===== src/rtl/rdiv_pkg.sv =====
package rdiv_pkg;
  typedef enum logic [1:0] {
    ST_IDLE = 2'd0,
    ST_ITER = 2'd1,
    ST_FIX  = 2'd2
  } rdiv_state_e;
endpackage


===== src/rtl/rdiv_cneg.sv =====
// Conditional two's-complement negation, used both to take operand
// magnitudes and to restore result signs.
module rdiv_cneg #(
  parameter int WIDTH = 32
) (
  input  logic [WIDTH-1:0] val_i,
  input  logic             neg_i,
  output logic [WIDTH-1:0] val_o
);
  always_comb begin
    if (neg_i) val_o = ~val_i + WIDTH'(1);
    else       val_o = val_i;
  end
endmodule


===== src/rtl/rdiv_step.sv =====
// One restoring iteration: shift the partial remainder left by one place,
// taking the top bit of the dividend/quotient register, then make a trial
// subtraction.
module rdiv_step #(
  parameter int WIDTH = 32
) (
  input  logic [WIDTH-1:0] part_i,
  input  logic [WIDTH-1:0] dq_i,
  input  logic [WIDTH-1:0] dvsr_i,
  output logic [WIDTH-1:0] part_o,
  output logic [WIDTH-1:0] dq_o
);
  logic [WIDTH:0] shifted;
  logic [WIDTH:0] trial;
  logic           below;

  assign shifted = {part_i, dq_i[WIDTH-1]};
  assign trial   = shifted - {1'b0, dvsr_i};
  assign below   = trial[WIDTH];

  assign part_o = below ? shifted[WIDTH-1:0] : trial[WIDTH-1:0];
  assign dq_o   = {dq_i[WIDTH-2:0], ~below};
endmodule


===== src/rtl/rdiv_ctrl.sv =====
// Sequencer: idle, WIDTH iteration cycles, one sign-correction cycle.
module rdiv_ctrl
  import rdiv_pkg::*;
#(
  parameter int WIDTH = 32
) (
  input  logic clk,
  input  logic rst,
  input  logic start_i,
  input  logic dvsr_zero_i,
  output logic load_o,
  output logic zero_o,
  output logic step_o,
  output logic fix_o,
  output logic busy_o
);
  localparam int CW = $clog2(WIDTH + 1);
  localparam logic [CW-1:0] LAST = CW'(WIDTH - 1);

  rdiv_state_e   state_q;
  logic [CW-1:0] cnt_q;
  logic          accept;

  assign accept = start_i && (state_q == ST_IDLE);
  assign load_o = accept && !dvsr_zero_i;
  assign zero_o = accept && dvsr_zero_i;
  assign step_o = (state_q == ST_ITER);
  assign fix_o  = (state_q == ST_FIX);
  assign busy_o = (state_q != ST_IDLE);

  always_ff @(posedge clk) begin
    if (rst) begin
      state_q <= ST_IDLE;
      cnt_q   <= '0;
    end else begin
      unique case (state_q)
        ST_IDLE: begin
          cnt_q <= '0;
          if (load_o) state_q <= ST_ITER;
        end
        ST_ITER: begin
          cnt_q <= cnt_q + CW'(1);
          if (cnt_q == LAST) state_q <= ST_FIX;
        end
        ST_FIX: begin
          state_q <= ST_IDLE;
        end
        default: state_q <= ST_IDLE;
      endcase
    end
  end
endmodule


===== src/rtl/rdiv_top.sv =====
module rdiv_top #(
  parameter int WIDTH = 32
) (
  input  logic             clk,
  input  logic             rst,
  input  logic             start,
  input  logic             is_signed,
  input  logic [WIDTH-1:0] dividend,
  input  logic [WIDTH-1:0] divisor,
  output logic             busy,
  output logic             done,
  output logic             div_zero,
  output logic [WIDTH-1:0] res_hi,
  output logic [WIDTH-1:0] res_lo
);
  logic             load, zero_req, step, fix;
  logic             a_neg, b_neg;
  logic [WIDTH-1:0] a_mag, b_mag;
  logic [WIDTH-1:0] part_q, dq_q, dvsr_q;
  logic [WIDTH-1:0] part_nx, dq_nx;
  logic [WIDTH-1:0] quo_fixed, rem_fixed;
  logic             neg_quo_q, neg_rem_q;
  logic             done_q, dz_q;
  logic [WIDTH-1:0] hi_q, lo_q;

  assign a_neg = is_signed && dividend[WIDTH-1];
  assign b_neg = is_signed && divisor[WIDTH-1];

  rdiv_ctrl #(.WIDTH(WIDTH)) u_ctrl (
    .clk        (clk),
    .rst        (rst),
    .start_i    (start),
    .dvsr_zero_i(divisor == '0),
    .load_o     (load),
    .zero_o     (zero_req),
    .step_o     (step),
    .fix_o      (fix),
    .busy_o     (busy)
  );

  rdiv_cneg #(.WIDTH(WIDTH)) u_mag_dividend (
    .val_i(dividend), .neg_i(a_neg), .val_o(a_mag)
  );
  rdiv_cneg #(.WIDTH(WIDTH)) u_mag_divisor (
    .val_i(divisor), .neg_i(b_neg), .val_o(b_mag)
  );

  rdiv_step #(.WIDTH(WIDTH)) u_step (
    .part_i(part_q),
    .dq_i  (dq_q),
    .dvsr_i(dvsr_q),
    .part_o(part_nx),
    .dq_o  (dq_nx)
  );

  rdiv_cneg #(.WIDTH(WIDTH)) u_fix_quo (
    .val_i(dq_q), .neg_i(neg_quo_q), .val_o(quo_fixed)
  );
  rdiv_cneg #(.WIDTH(WIDTH)) u_fix_rem (
    .val_i(part_q), .neg_i(neg_rem_q), .val_o(rem_fixed)
  );

  // Datapath registers
  always_ff @(posedge clk) begin
    if (rst) begin
      part_q    <= '0;
      dq_q      <= '0;
      dvsr_q    <= '0;
      neg_quo_q <= 1'b0;
      neg_rem_q <= 1'b0;
    end else if (load) begin
      part_q    <= '0;
      dq_q      <= a_mag;
      dvsr_q    <= b_mag;
      neg_quo_q <= a_neg ^ b_neg;
      neg_rem_q <= a_neg;
    end else if (step) begin
      part_q <= part_nx;
      dq_q   <= dq_nx;
    end
  end

  // Registered results and flags
  always_ff @(posedge clk) begin
    if (rst) begin
      hi_q   <= '0;
      lo_q   <= '0;
      done_q <= 1'b0;
      dz_q   <= 1'b0;
    end else begin
      done_q <= fix || zero_req;
      dz_q   <= zero_req;
      if (fix) begin
        lo_q <= quo_fixed;
        hi_q <= rem_fixed;
      end
    end
  end

  assign done     = done_q;
  assign div_zero = dz_q;
  assign res_hi   = hi_q;
  assign res_lo   = lo_q;
endmodule


===== config.mk =====
export PLATFORM = sky130hd
export DESIGN_NAME = rdiv_top
export DESIGN_NICKNAME = d
export VERILOG_FILES = /design/src/rtl/rdiv_pkg.sv /design/src/rtl/rdiv_cneg.sv /design/src/rtl/rdiv_step.sv /design/src/rtl/rdiv_ctrl.sv /design/src/rtl/rdiv_top.sv
export SDC_FILE = /design/constraint.sdc
export NUM_CORES = 1
export LEC_CHECK = 0
export BUFFER_PORTS_ARGS = -buffer_cell sky130_fd_sc_hd__buf_2
export CAP_MARGIN = 10
export CORE_MARGIN = 2
export CORE_UTILIZATION = 40
export DETAILED_ROUTE_END_ITERATION = 16
export PLACE_DENSITY = 0.6
export REMOVE_ABC_BUFFERS = 1
export SYNTH_ARGS = -nofsm -noshare
export SYNTH_HDL_FRONTEND = slang
export SYNTH_SLANG_ARGS = --single-unit

===== constraint.sdc =====
create_clock -name clk -period 3.7 [get_ports clk]
set_input_delay 0.74 -clock clk [delete_from_list [all_inputs] [get_ports clk]]
set_output_delay 0.74 -clock clk [all_outputs]
set_load 0.005 [all_outputs]

==> results.yml <==
min_path:
  hold_start: "res_lo[31]$_SDFFE_PP0P_"
  hold_class: "reg2reg"
critical_path:
  worstSetupStartpoint: "dq_q[31]$_SDFFE_PP0P_"
  cp-start-kind: "register"
  critPathArrivalTime_ns: 3.53
  crit_fanout: 31
  crit_type: "reg2reg"
  reg2reg_from: "dq_q[31]$_SDFFE_PP0P_"
  cp.required_ns: 4.03
  end_kind: "register"
floorplan:
  chipWidth_um: 166
  fp.dieH_um: 166
  row_count: 59
  die_area_um2: 27700
  ios: 135
  start_util_pct: 40.6
  design.core.area_um2: 26000
power:
  power.density_nw_per_um2: 446
  total_power_uw: 5460
  p_leak_uw: 0.00483
  peakVddDrop_uv: 296
synth:
  yosysTopAreaCellShare_pct: 32.6
  synthMostInstantiatedCell: "dfxtp_1"
  yosys.area.top_type: "dfxtp_1"
  async_reset_ff_share_pct: 0
  synthFlopType: "dfxtp_1"
  synth_area_leaders: "dfxtp_1, xor2_1, a211oi_1"
  yosysWarnings: 0
  synth_edf_count: 0
  ys_ff_latch: 172
  ys_types: 63
  syn_area_per_cell_um2: 7.88
  synth_area_um2: 10600
  ys_seq_area_share_pct: 32.6
  syn_inst: 1339
  netlist_top_cells_count: "dfxtp_1, nor2_1, nand2_1, a21oi_1, xor2_1"
sta:
  fin_worst_skew_ns: 0.0155
  slew-limit-headroom_pct: 21.2
  setup_viol: 0
  rsz0062_at_grt: "no"
  fmax_mhz: 312
  slew_violations: 0
  period_minus_slack_ns: 3.21
  final-hold-violation-count: 0
  tightestPinTransition_ns: 1.18
  post-route-period-util_pct: 86.7
run_status:
  status: "finished clean"
detailed_routing:
  drtAntennaViolNets: 0
  drt_pass1_iterations: 5
  wl_per_cell_um: 15.6
  totalWireLength_mm: 27.9
  routed_via_density: 5.40
  drc: 0
  drtIter0Drc: 458
  vias: 9652
placed_design:
  dp_hpwl_mm: 20.4
  dp.cells: 1753
  io_buffers: 134
  gp_congestion: 0.911
global_route:
  grt_max_degree: 129
  grt_overflow: 0
  grt_pass1_vias: 9037
  grt_usage_pct: 20.0
  antenna_found_initial: 4
  grt_pass1_wl_mm: 45.8
layout:
  syn2layout_area_growth_pct: 16.0
  fin_nets: 1543
  stdcell_count: 1787
  drive_above_1_share_pct: 14.3
run:
  max_cap_viol_count: 0
clocking:
  cts_made_buffers: 17
  clk_pin_slew_worst_paths_ns: 0.07
  clk_latency_ns: 0.44
  cts_hold_buf: 0
  cts_resized: 0
  cts_tree: "done"
  cts_root_buf: "clkbuf_16"
  clock_path_buffers: 2
  htree_num_levels: 4
  clock-sinks: 172
  cts_setup_buffers: 0
## cell families after synthesis
group / synth area share [%]
buf+inv: 4.86
flops: 32.6
fa+ha+maj: 4.58
mux: 2.28
compound gates: 25.2
simple gates: 17.8
xor+xnor: 12.7
## stage by stage
step                      utilization, %  instance area (um^2)  setup WS [ns]  TNS, ns  hold slack [ns]
after detailed placement            44.7                 11600          0.230        0            0.446
after CTS                           47.1                 12200          0.483        0            0.456
final                               47.1                 12200          0.493        0            0.450
after floorplan                        -                 10200          -3.76  -342.06            0.426
after global placement              44.7                 11600          0.248        0            0.437
after global routing                47.1                 12200          0.235        0            0.475
## power by group
group	switching, uW	internal [uW]	total, uW
combinational	889	630	1520
clock	794	1090	1880
sequential	118	1940	2060
total	1800	3660	5460
## metal layers
layer	vias up	routed length, um	global-route usage, %
met1	4420	12900	26.3
met4	2	463	5.40
met5	-	15	0
li1	4982	-	-
met3	31	1380	3.54
met2	217	13100	33.9
## placed cells by master (no fill, tap or decap), drive strengths merged, types with 31 or more instances in the layout
cell and count:
nand2 133, a211oi 91, xor2 104, dfxtp 172, ha 37, a21oi 119
xnor2 49, o21ai 78, buf 158, a22oi 31, inv 56, nor2 151
## final cells by class
cell class	instances	area, um^2
Tap cell	335	419
Multi-Input combinational cell	1033	6640
Sequential cell	172	3440
Fill cell	2642	13700
Antenna cell	2	5.00
Inverter	55	206
Clock inverter	12	164
Timing Repair Buffer	158	916
Clock buffer	20	447
## state kept, by name, summed over array words and instances (netlist names)
register        flops
neg_quo_q           1
div_zero            1
part_q             32
done                1
res_lo             32
u_ctrl.cnt_q        6
dq_q               32
res_hi             32
neg_rem_q           1
dvsr_q             32
u_ctrl.state_q      2
## critical path, stage by stage, from the launching register on
cell and delay (ns):
dfxtp_1 0.31, inv_1 0.14, ha_1 0.23, fa_1 0.21
nand2b_1 0.14, a21o_1 0.16, nand3_1 0.09, a21oi_1 0.28
a21oi_1 0.16, nand3b_1 0.20, a221oi_2 0.26, buf_4 0.19
xnor2_2 0.13, buf_12 0.25, nand2_1 0.08, a32o_1 0.25
## final timing paths
path,slack [ns],cells after the start,end
setup reg to reg,0.49,15,part_q[0]$_SDFFE_PP0P_
hold reg to reg,0.45,2,res_lo[31]$_SDFFE_PP0P_
setup / recovery,0.49,15,part_q[0]$_SDFFE_PP0P_
hold / removal,0.45,2,res_lo[31]$_SDFFE_PP0P_
No activity file was read; power rests on OpenSTA's default activity.
